## src/rtl/bbu_pkg.sv

```systemverilog
package bbu_pkg;

  localparam logic [3:0] OP_REL_COND   = 4'd0;
  localparam logic [3:0] OP_REL_ALWAYS = 4'd1;
  localparam logic [3:0] OP_JMP_ACC    = 4'd2;
  localparam logic [3:0] OP_JMP_DIR    = 4'd3;
  localparam logic [3:0] OP_JMP_IND    = 4'd4;
  localparam logic [3:0] OP_JMPF_DIR   = 4'd5;
  localparam logic [3:0] OP_JMPF_IND   = 4'd6;
  localparam logic [3:0] OP_CALL_DIR   = 4'd7;
  localparam logic [3:0] OP_CALL_IND   = 4'd8;
  localparam logic [3:0] OP_CALLF_DIR  = 4'd9;
  localparam logic [3:0] OP_CALLF_IND  = 4'd10;
  localparam logic [3:0] OP_CALL_VEC   = 4'd11;

  typedef enum logic [3:0] {
    ST_IDLE, ST_DECODE, ST_EVAL, ST_RELPC, ST_PUSH1, ST_PUSH2,
    ST_VREAD, ST_VWAIT, ST_FINISH
  } seqStateT;

  typedef struct packed {
    logic capture;
    logic decode;
    logic evalCond;
    logic relAdd;
    logic vecRead;
    logic vecLatch;
    logic pushBank;
    logic pushPc;
    logic commit;
  } ctrlStrobeT;

  function automatic logic isRelative(input logic [3:0] op);
    return op == OP_REL_COND || op == OP_REL_ALWAYS;
  endfunction

  function automatic logic isJump(input logic [3:0] op);
    return op >= OP_JMP_ACC && op <= OP_JMPF_IND;
  endfunction

  function automatic logic isFarCall(input logic [3:0] op);
    return op == OP_CALLF_DIR || op == OP_CALLF_IND;
  endfunction

  function automatic logic isNearCall(input logic [3:0] op);
    return op == OP_CALL_DIR || op == OP_CALL_IND;
  endfunction

  function automatic logic isTransfer(input logic [3:0] op);
    return op <= OP_CALL_VEC;
  endfunction

endpackage

```

## src/rtl/bbu_cond.sv

```systemverilog
module bbu_cond (
  input  logic [3:0] condCode,
  input  logic [4:0] flags,
  output logic       condHit
);
  logic fz, fc, fn, fv, ft;
  logic [7:0] baseTest;

  assign fz = flags[0];
  assign fc = flags[1];
  assign fn = flags[2];
  assign fv = flags[3];
  assign ft = flags[4];

  // Each code pair shares a base test; the low code bit inverts it.
  always_comb begin
    baseTest[0] = fz;
    baseTest[1] = fc;
    baseTest[2] = fn;
    baseTest[3] = fv;
    baseTest[4] = ft;
    baseTest[5] = fv ^ fn;
    baseTest[6] = (fv ^ fn) | fz;
    baseTest[7] = fc | fz;
  end

  assign condHit = baseTest[condCode[3:1]] ^ condCode[0];
endmodule

```

## src/rtl/bbu_ctrl.sv

```systemverilog
module bbu_ctrl
  import bbu_pkg::*;
#(
  parameter int CYC_W = 3
) (
  input  logic             clk,
  input  logic             rstN,
  input  logic             start,
  input  logic [3:0]       opCur,
  input  logic             condHit,
  output ctrlStrobeT       strobe,
  output logic             busy,
  output logic             done,
  output logic [CYC_W-1:0] cycles
);
  seqStateT state, nextState;
  logic [CYC_W-1:0] cnt;

  always_comb begin
    strobe    = '0;
    nextState = state;
    case (state)
      ST_IDLE: begin
        if (start) begin
          strobe.capture = 1'b1;
          nextState      = ST_DECODE;
        end
      end
      ST_DECODE: begin
        strobe.decode = 1'b1;
        if (isRelative(opCur))                      nextState = ST_EVAL;
        else if (isNearCall(opCur) || isFarCall(opCur)) nextState = ST_PUSH1;
        else if (opCur == OP_CALL_VEC)              nextState = ST_VREAD;
        else                                        nextState = ST_FINISH;
      end
      ST_EVAL: begin
        strobe.evalCond = 1'b1;
        nextState       = condHit ? ST_RELPC : ST_FINISH;
      end
      ST_RELPC: begin
        strobe.relAdd = 1'b1;
        nextState     = ST_FINISH;
      end
      ST_VREAD: begin
        strobe.vecRead = 1'b1;
        nextState      = ST_VWAIT;
      end
      ST_VWAIT: begin
        strobe.vecLatch = 1'b1;
        nextState       = ST_PUSH1;
      end
      ST_PUSH1: begin
        if (isFarCall(opCur)) begin
          strobe.pushBank = 1'b1;
          nextState       = ST_PUSH2;
        end else begin
          strobe.pushPc = 1'b1;
          nextState     = ST_FINISH;
        end
      end
      ST_PUSH2: begin
        strobe.pushPc = 1'b1;
        nextState     = ST_FINISH;
      end
      ST_FINISH: begin
        strobe.commit = 1'b1;
        nextState     = ST_IDLE;
      end
      default: nextState = ST_IDLE;
    endcase
  end

  always_ff @(posedge clk) begin
    if (!rstN) begin
      state  <= ST_IDLE;
      cnt    <= '0;
      done   <= 1'b0;
      cycles <= '0;
    end else begin
      state <= nextState;
      if (strobe.capture)
        cnt <= CYC_W'(1);
      else if (state != ST_IDLE)
        cnt <= cnt + CYC_W'(1);
      done <= strobe.commit;
      if (strobe.commit)
        cycles <= cnt;
    end
  end

  assign busy = (state != ST_IDLE);
endmodule

```

## src/rtl/bbu_datapath.sv

```systemverilog
module bbu_datapath
  import bbu_pkg::*;
#(
  parameter int              PC_W       = 16,
  parameter int              BANK_W     = 8,
  parameter int              DISP_W     = 8,
  parameter int              VEC_W      = 4,
  parameter int              LEN_W      = 3,
  parameter logic [PC_W-1:0]   RESET_PC   = 16'h1000,
  parameter logic [BANK_W-1:0] RESET_BANK = 8'h02,
  parameter logic [PC_W-1:0]   RESET_SP   = 16'h8000
) (
  input  logic                     clk,
  input  logic                     rstN,
  input  ctrlStrobeT               strobe,
  input  logic [3:0]               opClass,
  input  logic [3:0]               condCode,
  input  logic [4:0]               flags,
  input  logic [DISP_W-1:0]        disp,
  input  logic [PC_W+BANK_W-1:0]   target,
  input  logic [PC_W-1:0]          accum,
  input  logic [PC_W-1:0]          indWord,
  input  logic [BANK_W-1:0]        indBank,
  input  logic [VEC_W-1:0]         vecNum,
  input  logic [LEN_W-1:0]         instLen,
  input  logic [PC_W-1:0]          rdData,
  output logic [3:0]               opCur,
  output logic                     condHit,
  output logic                     taken,
  output logic [PC_W-1:0]          pc,
  output logic [BANK_W-1:0]        bank,
  output logic                     stkWe,
  output logic [PC_W-1:0]          stkAddr,
  output logic [PC_W-1:0]          stkData,
  output logic                     rdReq,
  output logic [PC_W+BANK_W-1:0]   rdAddr
);
  localparam int              ADDR_W    = PC_W + BANK_W;
  localparam int              VEC_SLOTS = 1 << VEC_W;
  localparam logic [PC_W-1:0] VEC_BASE  = ~PC_W'(2 * VEC_SLOTS - 1);

  logic [3:0]        condReg;
  logic [4:0]        flagReg;
  logic [DISP_W-1:0] dispReg;
  logic [ADDR_W-1:0] tgtReg;
  logic [PC_W-1:0]   accReg, indWordReg;
  logic [BANK_W-1:0] indBankReg;
  logic [VEC_W-1:0]  vecReg;
  logic [LEN_W-1:0]  lenReg;
  logic [PC_W-1:0]   calcPc, sp;
  logic [BANK_W-1:0] calcBank;

  logic [PC_W-1:0]   followPc, relPc, jumpPc, dispExt, vecOffset;
  logic [BANK_W-1:0] jumpBank;
  logic              testHit;

  bbu_cond condUnit (
    .condCode (condReg),
    .flags    (flagReg),
    .condHit  (testHit)
  );

  assign condHit  = (opCur == OP_REL_ALWAYS) | testHit;
  assign followPc = pc + PC_W'(lenReg);
  assign dispExt  = {{(PC_W-DISP_W){dispReg[DISP_W-1]}}, dispReg};
  assign relPc    = followPc + dispExt;

  always_comb begin
    jumpPc   = pc;
    jumpBank = bank;
    case (opCur)
      OP_JMP_ACC: jumpPc = accReg;
      OP_JMP_DIR, OP_CALL_DIR: jumpPc = tgtReg[PC_W-1:0];
      OP_JMP_IND, OP_CALL_IND: jumpPc = indWordReg;
      OP_JMPF_DIR, OP_CALLF_DIR: begin
        jumpPc   = tgtReg[PC_W-1:0];
        jumpBank = tgtReg[ADDR_W-1:PC_W];
      end
      OP_JMPF_IND, OP_CALLF_IND: begin
        jumpPc   = indWordReg;
        jumpBank = indBankReg;
      end
      default: ;
    endcase
  end

  // Table sits at the top of the bank; slot index is (slots-1) - vector.
  assign vecOffset = PC_W'({~vecReg, 1'b0});
  assign rdReq     = strobe.vecRead;
  assign rdAddr    = {bank, VEC_BASE + vecOffset};

  assign stkWe   = strobe.pushBank | strobe.pushPc;
  assign stkAddr = sp - PC_W'(2);
  assign stkData = strobe.pushBank ? PC_W'(bank) : followPc;

  always_ff @(posedge clk) begin
    if (!rstN) begin
      opCur      <= '0;
      condReg    <= '0;
      flagReg    <= '0;
      dispReg    <= '0;
      tgtReg     <= '0;
      accReg     <= '0;
      indWordReg <= '0;
      indBankReg <= '0;
      vecReg     <= '0;
      lenReg     <= '0;
      calcPc     <= RESET_PC;
      calcBank   <= RESET_BANK;
      taken      <= 1'b0;
      pc         <= RESET_PC;
      bank       <= RESET_BANK;
      sp         <= RESET_SP;
    end else begin
      if (strobe.capture) begin
        opCur      <= opClass;
        condReg    <= condCode;
        flagReg    <= flags;
        dispReg    <= disp;
        tgtReg     <= target;
        accReg     <= accum;
        indWordReg <= indWord;
        indBankReg <= indBank;
        vecReg     <= vecNum;
        lenReg     <= instLen;
      end
      if (strobe.decode) begin
        calcPc   <= jumpPc;
        calcBank <= jumpBank;
        taken    <= isTransfer(opCur);
      end
      if (strobe.evalCond) begin
        calcPc <= followPc;
        taken  <= condHit;
      end
      if (strobe.relAdd)
        calcPc <= relPc;
      if (strobe.vecLatch)
        calcPc <= rdData;
      if (stkWe)
        sp <= sp - PC_W'(2);
      if (strobe.commit) begin
        pc   <= calcPc;
        bank <= calcBank;
      end
    end
  end
endmodule

```

## src/rtl/bank_branch_unit.sv

```systemverilog
module bank_branch_unit
  import bbu_pkg::*;
#(
  parameter int              PC_W       = 16,
  parameter int              BANK_W     = 8,
  parameter int              DISP_W     = 8,
  parameter int              VEC_W      = 4,
  parameter int              LEN_W      = 3,
  parameter int              CYC_W      = 3,
  parameter logic [PC_W-1:0]   RESET_PC   = 16'h1000,
  parameter logic [BANK_W-1:0] RESET_BANK = 8'h02,
  parameter logic [PC_W-1:0]   RESET_SP   = 16'h8000
) (
  input  logic                   clk,
  input  logic                   rstN,
  input  logic                   start,
  input  logic [3:0]             opClass,
  input  logic [3:0]             condCode,
  input  logic [4:0]             flags,
  input  logic [DISP_W-1:0]      disp,
  input  logic [PC_W+BANK_W-1:0] target,
  input  logic [PC_W-1:0]        accum,
  input  logic [PC_W-1:0]        indWord,
  input  logic [BANK_W-1:0]      indBank,
  input  logic [VEC_W-1:0]       vecNum,
  input  logic [LEN_W-1:0]       instLen,
  input  logic [PC_W-1:0]        rdData,
  output logic                   busy,
  output logic                   done,
  output logic [CYC_W-1:0]       cycles,
  output logic                   taken,
  output logic [PC_W-1:0]        pc,
  output logic [BANK_W-1:0]      bank,
  output logic                   stkWe,
  output logic [PC_W-1:0]        stkAddr,
  output logic [PC_W-1:0]        stkData,
  output logic                   rdReq,
  output logic [PC_W+BANK_W-1:0] rdAddr
);
  ctrlStrobeT strobe;
  logic [3:0] opCur;
  logic       condHit;

  bbu_ctrl #(.CYC_W(CYC_W)) ctrlUnit (
    .clk     (clk),
    .rstN    (rstN),
    .start   (start),
    .opCur   (opCur),
    .condHit (condHit),
    .strobe  (strobe),
    .busy    (busy),
    .done    (done),
    .cycles  (cycles)
  );

  bbu_datapath #(
    .PC_W(PC_W), .BANK_W(BANK_W), .DISP_W(DISP_W), .VEC_W(VEC_W),
    .LEN_W(LEN_W), .RESET_PC(RESET_PC), .RESET_BANK(RESET_BANK),
    .RESET_SP(RESET_SP)
  ) pathUnit (
    .clk      (clk),
    .rstN     (rstN),
    .strobe   (strobe),
    .opClass  (opClass),
    .condCode (condCode),
    .flags    (flags),
    .disp     (disp),
    .target   (target),
    .accum    (accum),
    .indWord  (indWord),
    .indBank  (indBank),
    .vecNum   (vecNum),
    .instLen  (instLen),
    .rdData   (rdData),
    .opCur    (opCur),
    .condHit  (condHit),
    .taken    (taken),
    .pc       (pc),
    .bank     (bank),
    .stkWe    (stkWe),
    .stkAddr  (stkAddr),
    .stkData  (stkData),
    .rdReq    (rdReq),
    .rdAddr   (rdAddr)
  );
endmodule

```

## config.mk

```make
export PLATFORM = sky130hd
export DESIGN_NAME = bank_branch_unit
export DESIGN_NICKNAME = d
export VERILOG_FILES = /design/src/rtl/bbu_pkg.sv /design/src/rtl/bbu_cond.sv /design/src/rtl/bbu_ctrl.sv /design/src/rtl/bbu_datapath.sv /design/src/rtl/bank_branch_unit.sv
export SDC_FILE = /design/constraint.sdc
export NUM_CORES = 1
export LEC_CHECK = 0
export BUFFER_PORTS_ARGS = -buffer_cell sky130_fd_sc_hd__buf_4
export CORE_UTILIZATION = 55
export CTS_CLUSTER_SIZE = 16
export DETAILED_ROUTE_END_ITERATION = 8
export PLACE_DENSITY_LB_ADDON = 0.1
export SLEW_MARGIN = 20
export SYNTH_ARGS = -nofsm -noshare
export SYNTH_HDL_FRONTEND = slang
export SYNTH_SLANG_ARGS = --single-unit
```

## constraint.sdc

```tcl
create_clock -name clk -period 9.7 [get_ports clk]
set_clock_uncertainty 0.2 [all_clocks]
set_input_delay 0.97 -clock clk [delete_from_list [all_inputs] [get_ports clk]]
set_output_delay 0.97 -clock clk [all_outputs]
set_load 0.01 [all_outputs]
```

# Yosys cells after proc, flatten, opt, wreduce, memory -nomap -nowiden
# Index checks and enable logic that the tools add are counted.
classes:
  mul: 0
  n_mux: 32
  n_addsub: 5
  n_shift: 0
  n_eq_ne: 20
  n_bitwise: 8
  magnitude_cmp: 2
  reduce_logical: 16
  div_mod_pow: 0
op_table:
  columns: ["op", "n"]
  rows:
  - ["$mux 16", 5]
  - ["$pmux 16 s3", 1]
  - ["$eq 4x3->1 const B", 8]
  - ["$pmux 4 s7", 1]
  - ["$mux 4", 6]
  - ["$eq 4x4->1 const B", 5]
  - ["$add 16x16->16", 1]
  - ["$add 16x3->16", 1]
  - ["$eq 4x2->1 const B", 4]
  - ["$mux 1", 16]
  - ["$pmux 8 s2", 1]
  - ["$sub 16x2->16 const B", 1]
  - ["$eq 4x1->1 const B", 2]
  - ["$logic_not 4->1", 2]
  - ["$reduce_bool 4->1", 2]
  - ["$reduce_or 2->1", 4]
  - ["$reduce_or 4->1", 2]
  - ["$add 6x6->7 const A", 1]
  - ["$le 4x4->1 const B", 1]
  - ["$logic_or 1x1->1", 4]
  - ["$lt 3x4->1 const B", 1]
  - ["$not 4->4", 1]
  - ["$or 1x1->1", 4]
  - ["$reduce_bool 2->1", 2]
  - ["6 further kinds", 7]
totals:
  latchBits: 0
  mem_bits_ro: 0
  n_memories: 0
  ff_bits: 168
  inputBits: 111
  ram_bits: 0

# Longest topological paths before layout
# Gate-level depths: netlist (run 1).
logic_depth:
  depth_word: 8
  mapped_depth: 13
  depth_no_buf: 13

# Modules after synthesis
# Synthesis (run 1) repeated with hierarchy kept, for this count alone.
unflattened:
  cells_unflattened: 998
  area_unflattened_um2: 9163.8
modules_own_cells:
  columns: ["module", "cells_each", "area_each_um2", "n_inst", "seq_area_each_um2"]
  rows:
  - ["bbu_datapath", 916, 8451.9, 1, 3123.0]
  - ["bbu_ctrl", 72, 618.1, 1, 220.2]
  - ["bbu_cond", 10, 93.8, 1, 0.0]

# Least setup slack after synthesis (run 1)
# OpenSTA, ideal clock, no wires.
synth_timing:
  path_kind: "register -> register"
  start: "register pathUnit.pc[0]"
  end: "register pathUnit.calcPc[13]"
  stages_incl_launch_ff: 13
  slack_ps: 6421
  setup_ps: 70
  n_path_buf: 0
  arrival_time_ps: 3009
  period_less_slack_ps: 3279
  cell_sequence: "dfxtp_1 -> ha_1 -> fa_1 -> a21oi_1 -> or3b_2 -> xnor2_1 -> ha_1 -> o21ai_0 -> nor2_1 -> o31a_1 -> o2111a_1 -> a311o_1 -> a21oi_1"
synth_between:
  elab_chain_cells: 4
synth_rtl:
  columns: ["item", "line_no", "source"]
  rows:
  - ["from (decl)", "bbu_datapath.sv:30", "output logic [PC_W-1:0] pc,"]
  - ["from (signal assigned)", "bbu_datapath.sv:143", "pc <= calcPc;"]
  - ["$add 16x3->16 *", "bbu_datapath.sv:64", "assign followPc = pc + PC_W'(lenReg);"]
  - ["$add 16x16->16 or $mux 16 (tied branches)", "bbu_datapath.sv:66, bbu_datapath.sv:132", null]
  - ["$mux 16 *", "bbu_datapath.sv:136", "if (strobe.relAdd)"]
  - ["$mux 16 *", "bbu_datapath.sv:138", "if (strobe.vecLatch)"]
  - ["to (signal assigned)", "bbu_datapath.sv:133", "calcPc <= followPc;"]
  - ["to (signal assigned)", "bbu_datapath.sv:137", "calcPc <= relPc;"]
  - ["to (signal assigned)", "bbu_datapath.sv:139", "calcPc <= rdData;"]
  - ["to (decl)", "bbu_datapath.sv:50", "logic [PC_W-1:0] calcPc, sp;"]
# Mark *: on every way between the ends. The rest lies on a longest branch, timed or not.
# A chain may end at the register's enable or synchronous reset.

# Final worst setup path (run 1)
layout_timing:
  start: "register pathUnit.opCur[1]"
  end: "output stkData[1]"
layout_between:
  elab_chain_cells: 5
layout_rtl:
  columns: ["item", "line_no", "source"]
  rows:
  - ["from (decl)", "bbu_datapath.sv:27", "output logic [3:0] opCur,"]
  - ["from (signal assigned)", "bbu_datapath.sv:116", "opCur <= opClass;"]
  - ["$eq 4x4->1", "bbu_pkg.sv:42", "return op == OP_CALLF_DIR || op == OP_CALLF_IND;"]
  - ["$logic_or 1x1->1 *", "bbu_pkg.sv:42", null]
  - ["$mux 1 *", "bbu_ctrl.sv:53", "if (isFarCall(opCur)) begin"]
  - ["$mux 1 *", "bbu_ctrl.sv:22", "case (state)"]
  - ["$mux 16 *", "bbu_datapath.sv:94", "assign stkData = strobe.pushBank ? PC_W'(bank) : followPc;"]
  - ["to (decl)", "bank_branch_unit.sv:36", "output logic [PC_W-1:0] stkData,"]
# Marks and branches as above.

==> results_dict.tcl, run 1 <==
set metrics [dict create \
    synth_compound_gate_area_share 0.235 \
    critPathMaxStageDelay_ps 970 \
    yosysTopAreaCellShare 0.367 \
    vdd_drop_max_mv 0.151 \
    worstReg2RegStart "pathUnit.pc[0]" \
    yosysUniqueCellTypes 75 \
    grt_pass1_wl_um 42000 \
    r2r-end "pathUnit.calcPc[9]" \
    synth_flop_cell "dfxtp_1" \
    grt_usage 0.323 \
    clkLatencyLatePin_ps 430 \
    p_per_area_nw_per_um2 226 \
    io_pins 199 \
    synth_area_sq_um 9110 \
    reg2regPathDepth 12 \
    synth_async_sr_flop_share 0 \
    drv_cap 0 \
    synth_top_family_by_area "compound AO/OA/AOI/OAI gates" \
    crit_cells 6 \
    htreeDepth 4 \
    cts-root-buf "clkbuf_16" \
    cts_setup_buffers 0 \
    end_kind "output port" \
    switchingPower_mw 0.967 \
    seq_power_share 0.375 \
    endpoint "stkData[1]" \
    status "complete, no violations" \
    route.detailed.drc 0 \
    min_path_type "reg -> reg" \
    layout_min_cycle_time_ps 4450 \
    clockPowerShare 0.259 \
    p_leak_nw 4.49 \
    numClockSinks 167 \
    syn_to_final_growth_pct 19.9 \
    start_util 0.569 \
    firstDrtPassIters 5 \
    crit_type "reg -> out" \
    syn_avg_cell_area_sq_um 7.53 \
    place_area_sq_um 10400 \
    tns_ps 0 \
    vias 9004 \
    place.gp.congestion 0.968 \
    n_fill_cell 1463 \
    r2r_setup_slack_ps 5890 \
    path_common_cell "buf_4" \
    worst-path-buf-inv 2 \
    numCtsBuffers 17 \
    swShare 0.392 \
    synth_area_leaders "dfxtp_1 (37%), nand2_1 (12%), a21oi_1 (9.6%)" \
    fp.dieH_um 131 \
    synth_xor_area_frac 0.0510 \
    yosys.area_share.simple 0.226 \
    die_area_sq_um 17100 \
    clockBufferDepth 2 \
    hpwl_um 19700 \
    antenna_cells 0 \
    muxShareOfSynthArea 0.0192 \
    drt_iter0_markers 789 \
    fin_crit_sh 0.459 \
    detail_route.vias_per_cell 5.77 \
    port_buffers 185 \
    crit_family "flip-flops" \
    worstPathArrival_ps 3280 \
    grt_pass1_vias 7971 \
    wl_um 27500 \
    grt_start_max_net_pins 93 \
    crit_slowest_cell "dfxtp_1" \
    multiInputGateArea_sq_um 5200 \
    max_freq_mhz 225 \
    coreArea_sq_um 16000 \
    synth_seq_cells 167 \
    rows 46 \
    placed_cells 1530 \
    final_net_count 1467 \
    internal-power_mw 1.50 \
    combinationalPowerShare 0.367 \
    antenna_found_initial 0 \
    seqCellArea_sq_um 3340 \
    synth_fa_ha_area_frac 0.0332 \
    startpoint_type "flop" \
    post_cts_resized 0 \
    hp-start "pathUnit.calcBank[7]" \
    crit_start "pathUnit.opCur[1]" \
    rsz0062_at_grt "false" \
    mostFrequentLayoutCells "nand2_1 (298), buf_4 (195), a21oi_1 (175)" \
    hold_viol_final 0 \
    finalSetupViolCount 0 \
    wl_per_cell_um 17.6 \
    drive_above_1_share 0.191 \
    clk_pin_slew_ps 70 \
    mostFrequentLayoutCell "nand2_1" \
    synth-edff-count 0 \
    ys_warn_count 0 \
    cts_tree "yes" \
    final_cell_count_no_fill 1561 \
    crit_required_ps 8530 \
    crit_chain "xor2_1 -> nand2_1 -> nor4_2 -> buf_4 -> mux2_2 -> buf_4" \
    ys_seq_area_frac 0.367 \
    netlist_instances 1210 \
    yosysTopAreaCell "dfxtp_1" \
    cp_max_fo 32 \
    gr-total-overflow 0 \
    die_w_um 131 \
    drtAntennaViolNets 0 \
    holdBufCountCts 0 \
    worst_pin_slew_ps 984 \
    slew_viol_final 0 \
    fin_area_sq_um 10900 \
    relSlewSlack 0.343 \
]
-- registers in the layout, indices dropped and copies added (netlist names), 5 cells and up --
name	cells
pathUnit.tgtReg	24
pathUnit.pc	16
pathUnit.indBankReg	8
pathUnit.bank	8
pathUnit.dispReg	8
pathUnit.calcPc	16
pathUnit.accReg	16
pathUnit.sp	15
pathUnit.flagReg	5
pathUnit.indWordReg	16
pathUnit.calcBank	8
-- layer usage --
metal | share of wire | vias to the layer above | GRT usage
li1 | - | 4411 | -
met1 | 0.44 | 4177 | 0.433
met2 | 0.45 | 365 | 0.503
met3 | 0.077 | 51 | 0.0668
met4 | 0.031 | 0 | 0.136
met5 | 0 | - | 0
-- tightest hold or removal path: cells and delay by family (launching register included) --
family          cells  cell delay, ps
compound gates      1              50
simple gates        1              50
flops               1             310
-- power by group through the flow --
stage               sequential, mW  combinational (mW)  clock (mW)
floorplan                    0.883               0.658           0
global placement             0.929               0.880           0
detailed placement           0.934               0.889           0
CTS                          0.920               0.894       0.642
global route                 0.938               0.996       0.669
finish                       0.924               0.904       0.637
-- logic make-up (layout without fill, tap and decap cells) --
logic type | Yosys count | after routing
adder cells (fa/ha/maj) | 23 | 23
XOR/XNOR | 53 | 53
other | 2 | 13
AND/OR/NAND/NOR | 473 | 473
multiplexers | 15 | 15
buffers and inverters | 127 | 251
flip-flops | 167 | 167
AO/OA/AOI/OAI | 350 | 350
-- final cells by class --
cell class | count | area share
flip-flops and latches | 167 | 0.306
multi-input cells | 927 | 0.476
well taps | 216 | 0.0247
inverters | 25 | 0.00882
repair buffers | 195 | 0.134
clock inverters | 11 | 0.00836
clock buffers | 20 | 0.0418
-- synth_stat cells, types with 3 or more instances --
cell type	count
nand2_1	299
a21oi_1	175
dfxtp_1	167
nor2_1	66
clkbuf_1	52
o21ai_0	51
xnor2_1	30
inv_1	23
xor2_1	23
buf_4	22
ha_1	21
buf_2	20
nand3_1	20
a22oi_1	19
nor3_1	19
a22o_1	11
nor2b_1	11
mux2_2	10
nand2b_1	10
o211ai_1	10
a21o_1	8
a31oi_1	8
o221ai_1	8
a211oi_1	7
a211o_1	6
and3_1	6
o22ai_1	6
a221oi_1	5
and2_1	5
and3b_1	5
o21a_1	5
or3_1	5
a2111oi_0	4
buf_1	4
mux2i_1	4
nand4_1	4
nor4_1	4
o21bai_1	4
a221o_1	3
o2bb2ai_1	3
or2_2	3
-- how the worst min path moves through the flow --
stage / endpoint / slack (ps) / cells after the start
floorplan: pathUnit.bank[4] / 230 / 2
global placement: pathUnit.bank[4] / 240 / 2
detailed placement: pathUnit.bank[4] / 240 / 2
CTS: pathUnit.bank[7] / 250 / 2
global route: pathUnit.bank[7] / 270 / 2
finish: pathUnit.bank[7] / 250 / 2
-- through the flow --
stage                     utilization  power (mW)  setup WS, ps  hold WS [ps]
after global routing            0.683        2.60          5030           269
after CTS                       0.683        2.46          5270           251
after global placement          0.648        1.81          5790           236
after floorplan                     -        1.54          6420           229
after detailed placement        0.648        1.82          5730           240
final                           0.683        2.47          5250           249
Power figures use the tool's default switching activity.
==> run 2: changes to the inputs <==
clock period = 4.49 ns   (was 9.7 ns; I/O delays follow)
==> run 2 against run 1 <==
Compared with the run above: largest cell class unchanged; combinational power is 120% higher; highest routed layer unchanged; critical endpoint is now pathUnit.calcPc[9]; worst hold slack got worse by 200 ps; core utilization up 0.73 points; critical path type is now reg -> reg.
==> results_dict.tcl, run 2 (same netlist as run 1, synthesis figures left out) <==
set metrics [dict create \
    status "complete, no violations" \
    dp_slack_ps 894 \
    critPathMaxStageDelay_ps 430 \
    antenna_found_initial 0 \
    htreeDepth 4 \
    coreArea_sq_um 16000 \
    rows 46 \
    tns_ps 0 \
    crit_chain "ha_1 -> fa_1 -> a21o_1 -> nand2_1 -> xnor2_1 -> ha_1 -> a21oi_1 -> o211ai_1 -> a311oi_1 -> xnor2_1 -> nor2_1 -> o41ai_1" \
    grt_pass1_wl_um 44000 \
    hpwl_um 20300 \
    slew_viol_final 0 \
    worst_pin_slew_ps 1020 \
    final_cell_count_no_fill 1569 \
    die_area_sq_um 17100 \
    wl_um 28300 \
    final_core_util 0.690 \
    numClockSinks 167 \
    fin_crit_sh 0.831 \
    start_util 0.569 \
    end_kind "flop" \
    crit_start "pathUnit.pc[0]" \
    hp-start "vecNum[2]" \
    hold_depth 3 \
    holdBufCountCts 0 \
    worstReg2RegStart "pathUnit.pc[0]" \
    cts_tree "yes" \
    startpoint_type "flop" \
    whs_ps 49.4 \
    io_pins 199 \
    cts-root-buf "clkbuf_16" \
    crit_slowest_cell "fa_1" \
    worstPathArrival_ps 3840 \
    grt_usage 0.339 \
    p_per_area_nw_per_um2 499 \
    mostFrequentLayoutCell "nand2_1" \
    port_buffers 185 \
    placed_cells 1537 \
    fp.dieH_um 131 \
    r2r-end "pathUnit.calcPc[9]" \
    die_w_um 131 \
    largest_reg_flops 24 \
    gr-total-overflow 0 \
    grt_start_max_net_pins 93 \
    fin_area_sq_um 11000 \
    clk_pin_slew_ps 70 \
    p_leak_nw 4.56 \
    reg2regPathDepth 12 \
    cp_max_fo 6 \
    finalSetupViolCount 0 \
    mostFrequentLayoutCells "nand2_1 (298), buf_4 (202), a21oi_1 (175)" \
    post_cts_resized 0 \
    grt_pass1_vias 8272 \
    drt_iter0_markers 842 \
    rsz0062_at_grt "false" \
    min_path_type "in -> reg" \
    crit_type "reg -> reg" \
    hold_viol_final 0 \
    syn_to_final_growth_pct 21.2 \
    drv_cap 0 \
    layout_min_cycle_time_ps 3730 \
    clkLatencyLatePin_ps 440 \
    max_freq_mhz 268 \
    clockBufferDepth 2 \
    numCtsBuffers 17 \
    final_net_count 1474 \
    drive_above_1_share 0.195 \
    setup_slack_ps 759 \
    r2r_setup_slack_ps 760 \
    antenna_cells 0 \
    power_mw 5.51 \
    vias 9096 \
    cts_setup_buffers 0 \
    max_flop_register "pathUnit.tgtReg" \
    worst-path-buf-inv 0 \
    wl_per_cell_um 18.0 \
    place.gp.congestion 0.921 \
    detail_route.vias_per_cell 5.80 \
    hold_end "pathUnit.vecReg[2]" \
    crit_required_ps 4600 \
    place_area_sq_um 10400 \
    route.detailed.drc 0 \
    vdd_drop_max_mv 0.348 \
    drtAntennaViolNets 0 \
    crit_family "compound AO/OA/AOI/OAI gates" \
    relSlewSlack 0.305 \
    firstDrtPassIters 5 \
]
-- run 2: cell count changes in the layout (fill, tap and decap cells not counted), sizes merged --
cell / previous run / this run
clkinvlp: 3 / 2
clkbuf: 20 / 18
bufinv: 0 / 2
buf: 195 / 202
clkinv: 5 / 4
inv: 28 / 31
-- run 2: layer usage --
layer / GRT usage / vias to the layer above / part of all wire
met5: 0 / - / 0
met4: 0.153 / 0 / 0.040
met3: 0.0774 / 59 / 0.086
met2: 0.518 / 411 / 0.44
met1: 0.456 / 4209 / 0.43
li1: - / 4417 / -
-- run 2: worst register-to-register path: cells and delay by family (launching register included) --
family	cells	cell delay [ps]
DFF	1	350
adders and majority gates	3	1020
AOI/OAI and AO/OA	5	1500
and+or+nand+nor	2	170
xor gates and xnor gates	2	360
-- run 2: power breakdown --
group	total [mW]	switching, mW	internal [mW]
Combinational	1.98	1.23	0.754
Sequential	1.99	0.242	1.75
Clock	1.54	0.688	0.850
-- run 2: area by class of cell --
| class | count | area, sq um |
|---|---|---|
| inverter | 25 | 96.3 |
| timing repair buffer | 202 | 1520 |
| sequential | 167 | 3340 |
| clock inverter | 14 | 188 |
| tap | 216 | 270 |
| fill | 1417 | 4960 |
| multi-input combinational | 927 | 5200 |
| clock buffer | 18 | 429 |
-- run 2: worst max path at each step --
stage                                to  slack (ps)  depth (start not counted)
finish               pathUnit.calcPc[9]         760                         12
global route        pathUnit.calcPc[13]         640                         12
CTS                 pathUnit.calcPc[13]         850                         12
detailed placement  pathUnit.calcPc[13]         890                         12
global placement    pathUnit.calcPc[13]        1010                         12
floorplan           pathUnit.calcPc[13]        1210                         12
==> run 3: changes to the inputs <==
clock period = 3.5 ns   (was 4.49 ns; I/O delays follow)
==> run 3 against run 2 <==
Compared with the run above: worst hold slack worse by 41 ps; final area is 9.7% higher; flip-flop and latch count stayed put; first-iteration DRC count is 2.9% lower; non-clock buffer count is 105 higher; global-route usage is 2.4 points higher; combinational power is 41% higher; fmax is 10% higher; clock-buffer cell count stayed put; via count is 6.4% higher; largest cell class unchanged.
==> results_dict.tcl, run 3 (same netlist as run 1, synthesis figures left out) <==
set metrics [dict create \
    die_area_sq_um 17100 \
    final_cell_count_no_fill 1674 \
    min_path_type "in -> reg" \
    startpoint_type "flop" \
    placed_cells 1555 \
    crit_cells 12 \
    clk_pin_slew_ps 70 \
    p_leak_nw 5.04 \
    fin_crit_sh 0.967 \
    drt_iter0_markers 818 \
    reg2regPathDepth 12 \
    cp_max_fo 5 \
    layout_min_cycle_time_ps 3380 \
    grt_pass1_wl_um 47300 \
    critPathMaxStageDelay_ps 390 \
    swShare 0.395 \
    wl_per_cell_um 18.3 \
    drive_above_1_share 0.202 \
    mostFrequentLayoutCells "nand2_1 (298), buf_4 (219), a21oi_1 (174)" \
    r2r-end "pathUnit.calcPc[13]" \
    endpoint "pathUnit.calcPc[13]" \
    port_buffers 185 \
    crit_type "reg -> reg" \
    relSlewSlack 0.313 \
    detail_route.vias_per_cell 5.78 \
    clockPowerShare 0.260 \
    clockBufferDepth 2 \
    max_flop_register "pathUnit.tgtReg" \
    setup_slack_ps 116 \
    max_freq_mhz 295 \
    worst_pin_slew_ps 1000 \
    fin_area_sq_um 12100 \
    wl_um 30600 \
    crit_start "pathUnit.pc[0]" \
    grt_pass1_vias 9085 \
    end_kind "flop" \
    dp_slack_ps 3.88 \
    final_core_util 0.757 \
    crit_chain "ha_2 -> fa_2 -> a21o_1 -> nand4_1 -> xnor2_2 -> ha_1 -> a211oi_1 -> nor2_1 -> o31a_1 -> o2111a_1 -> a311o_1 -> a21oi_1" \
    largest_reg_flops 24 \
    p_per_area_nw_per_um2 595 \
    crit_slowest_cell "fa_2" \
    slew_viol_final 0 \
    cts-root-buf "clkbuf_16" \
    clkLatencyLatePin_ps 440 \
    firstDrtPassIters 5 \
    internal-power_mw 4.36 \
    coreArea_sq_um 16000 \
    fp.dieH_um 131 \
    crit_required_ps 3670 \
    worstReg2RegStart "pathUnit.pc[0]" \
    numClockSinks 167 \
    io_pins 199 \
    vias 9677 \
    vdd_drop_max_mv 0.456 \
    worst-path-buf-inv 0 \
    start_util 0.569 \
    hold_viol_final 0 \
    mostFrequentLayoutCell "nand2_1" \
    cts_tree "yes" \
    rows 46 \
    route.detailed.drc 0 \
    gr-total-overflow 0 \
    grt_start_max_net_pins 94 \
    final_net_count 1579 \
    crit_family "compound AO/OA/AOI/OAI gates" \
    die_w_um 131 \
    grt_usage 0.363 \
    numCtsBuffers 17 \
    htreeDepth 4 \
    worstPathArrival_ps 3550 \
    seq_power_share 0.353 \
    antenna_found_initial 0 \
    r2r_setup_slack_ps 120 \
    antenna_cells 0 \
    power_mw 7.20 \
    drv_cap 0 \
    switchingPower_mw 2.84 \
    drtAntennaViolNets 0 \
    place_area_sq_um 10600 \
    finalSetupViolCount 0 \
    place.gp.congestion 0.945 \
    combinationalPowerShare 0.387 \
    whs_ps 8.46 \
    hold_depth 3 \
    status "complete, no violations" \
    syn_to_final_growth_pct 33.0 \
    tns_ps 0 \
    hpwl_um 20700 \
]
run 3: layer usage:
layer | global-route usage | share of wire | routed length, um
met5 | 0 | 0 | 0
met4 | 0.160 | 0.038 | 1160
met3 | 0.0692 | 0.074 | 2260
met2 | 0.587 | 0.46 | 14200
met1 | 0.472 | 0.43 | 13000
run 3: tightest hold or removal path, stage by stage:
cell	delay, ps
buf_4	70
nand2_1	70
a21oi_1	110
run 3: final cells by class:
class | instances | area (sq um)
clock buffer | 18 | 429
inverter | 25 | 96.3
timing repair buffer | 307 | 2540
sequential | 167 | 3340
multi-input combinational | 927 | 5270
clock inverter | 14 | 158
tap | 216 | 270
fill | 1218 | 3890
run 3: worst min path at each step:
stage / from / endpoint / slack (ps)
2_1_floorplan: pathUnit.calcBank[4] / pathUnit.bank[4] / 230
6_report: opClass[3] / pathUnit.opCur[3] / 8
5_1_grt: indWord[9] / pathUnit.indWordReg[9] / 10
4_1_cts: opClass[3] / pathUnit.opCur[3] / 1
3_5_place_dp: pathUnit.calcBank[6] / pathUnit.bank[6] / 240
3_3_place_gp: pathUnit.calcBank[5] / pathUnit.bank[5] / 230
run 3: power groups by stage:
stage               Clock [mW]  Combinational [mW]  Sequential, mW
floorplan                    0                1.82            2.45
global placement             0                2.57            2.56
detailed placement           0                2.61            2.57
CTS                       1.88                2.70            2.53
global route              1.96                3.04            2.58
finish                    1.87                2.79            2.54
run 3: what timing repair did:
item / CTS / global route
hold buffers: 86 / 0
gates resized for setup: 0 / 13
hold endpoints to repair: 86 / 0
buffers inserted: 1 / 0
setup endpoints to repair: 1 / 9
pin swaps: 2 / 5
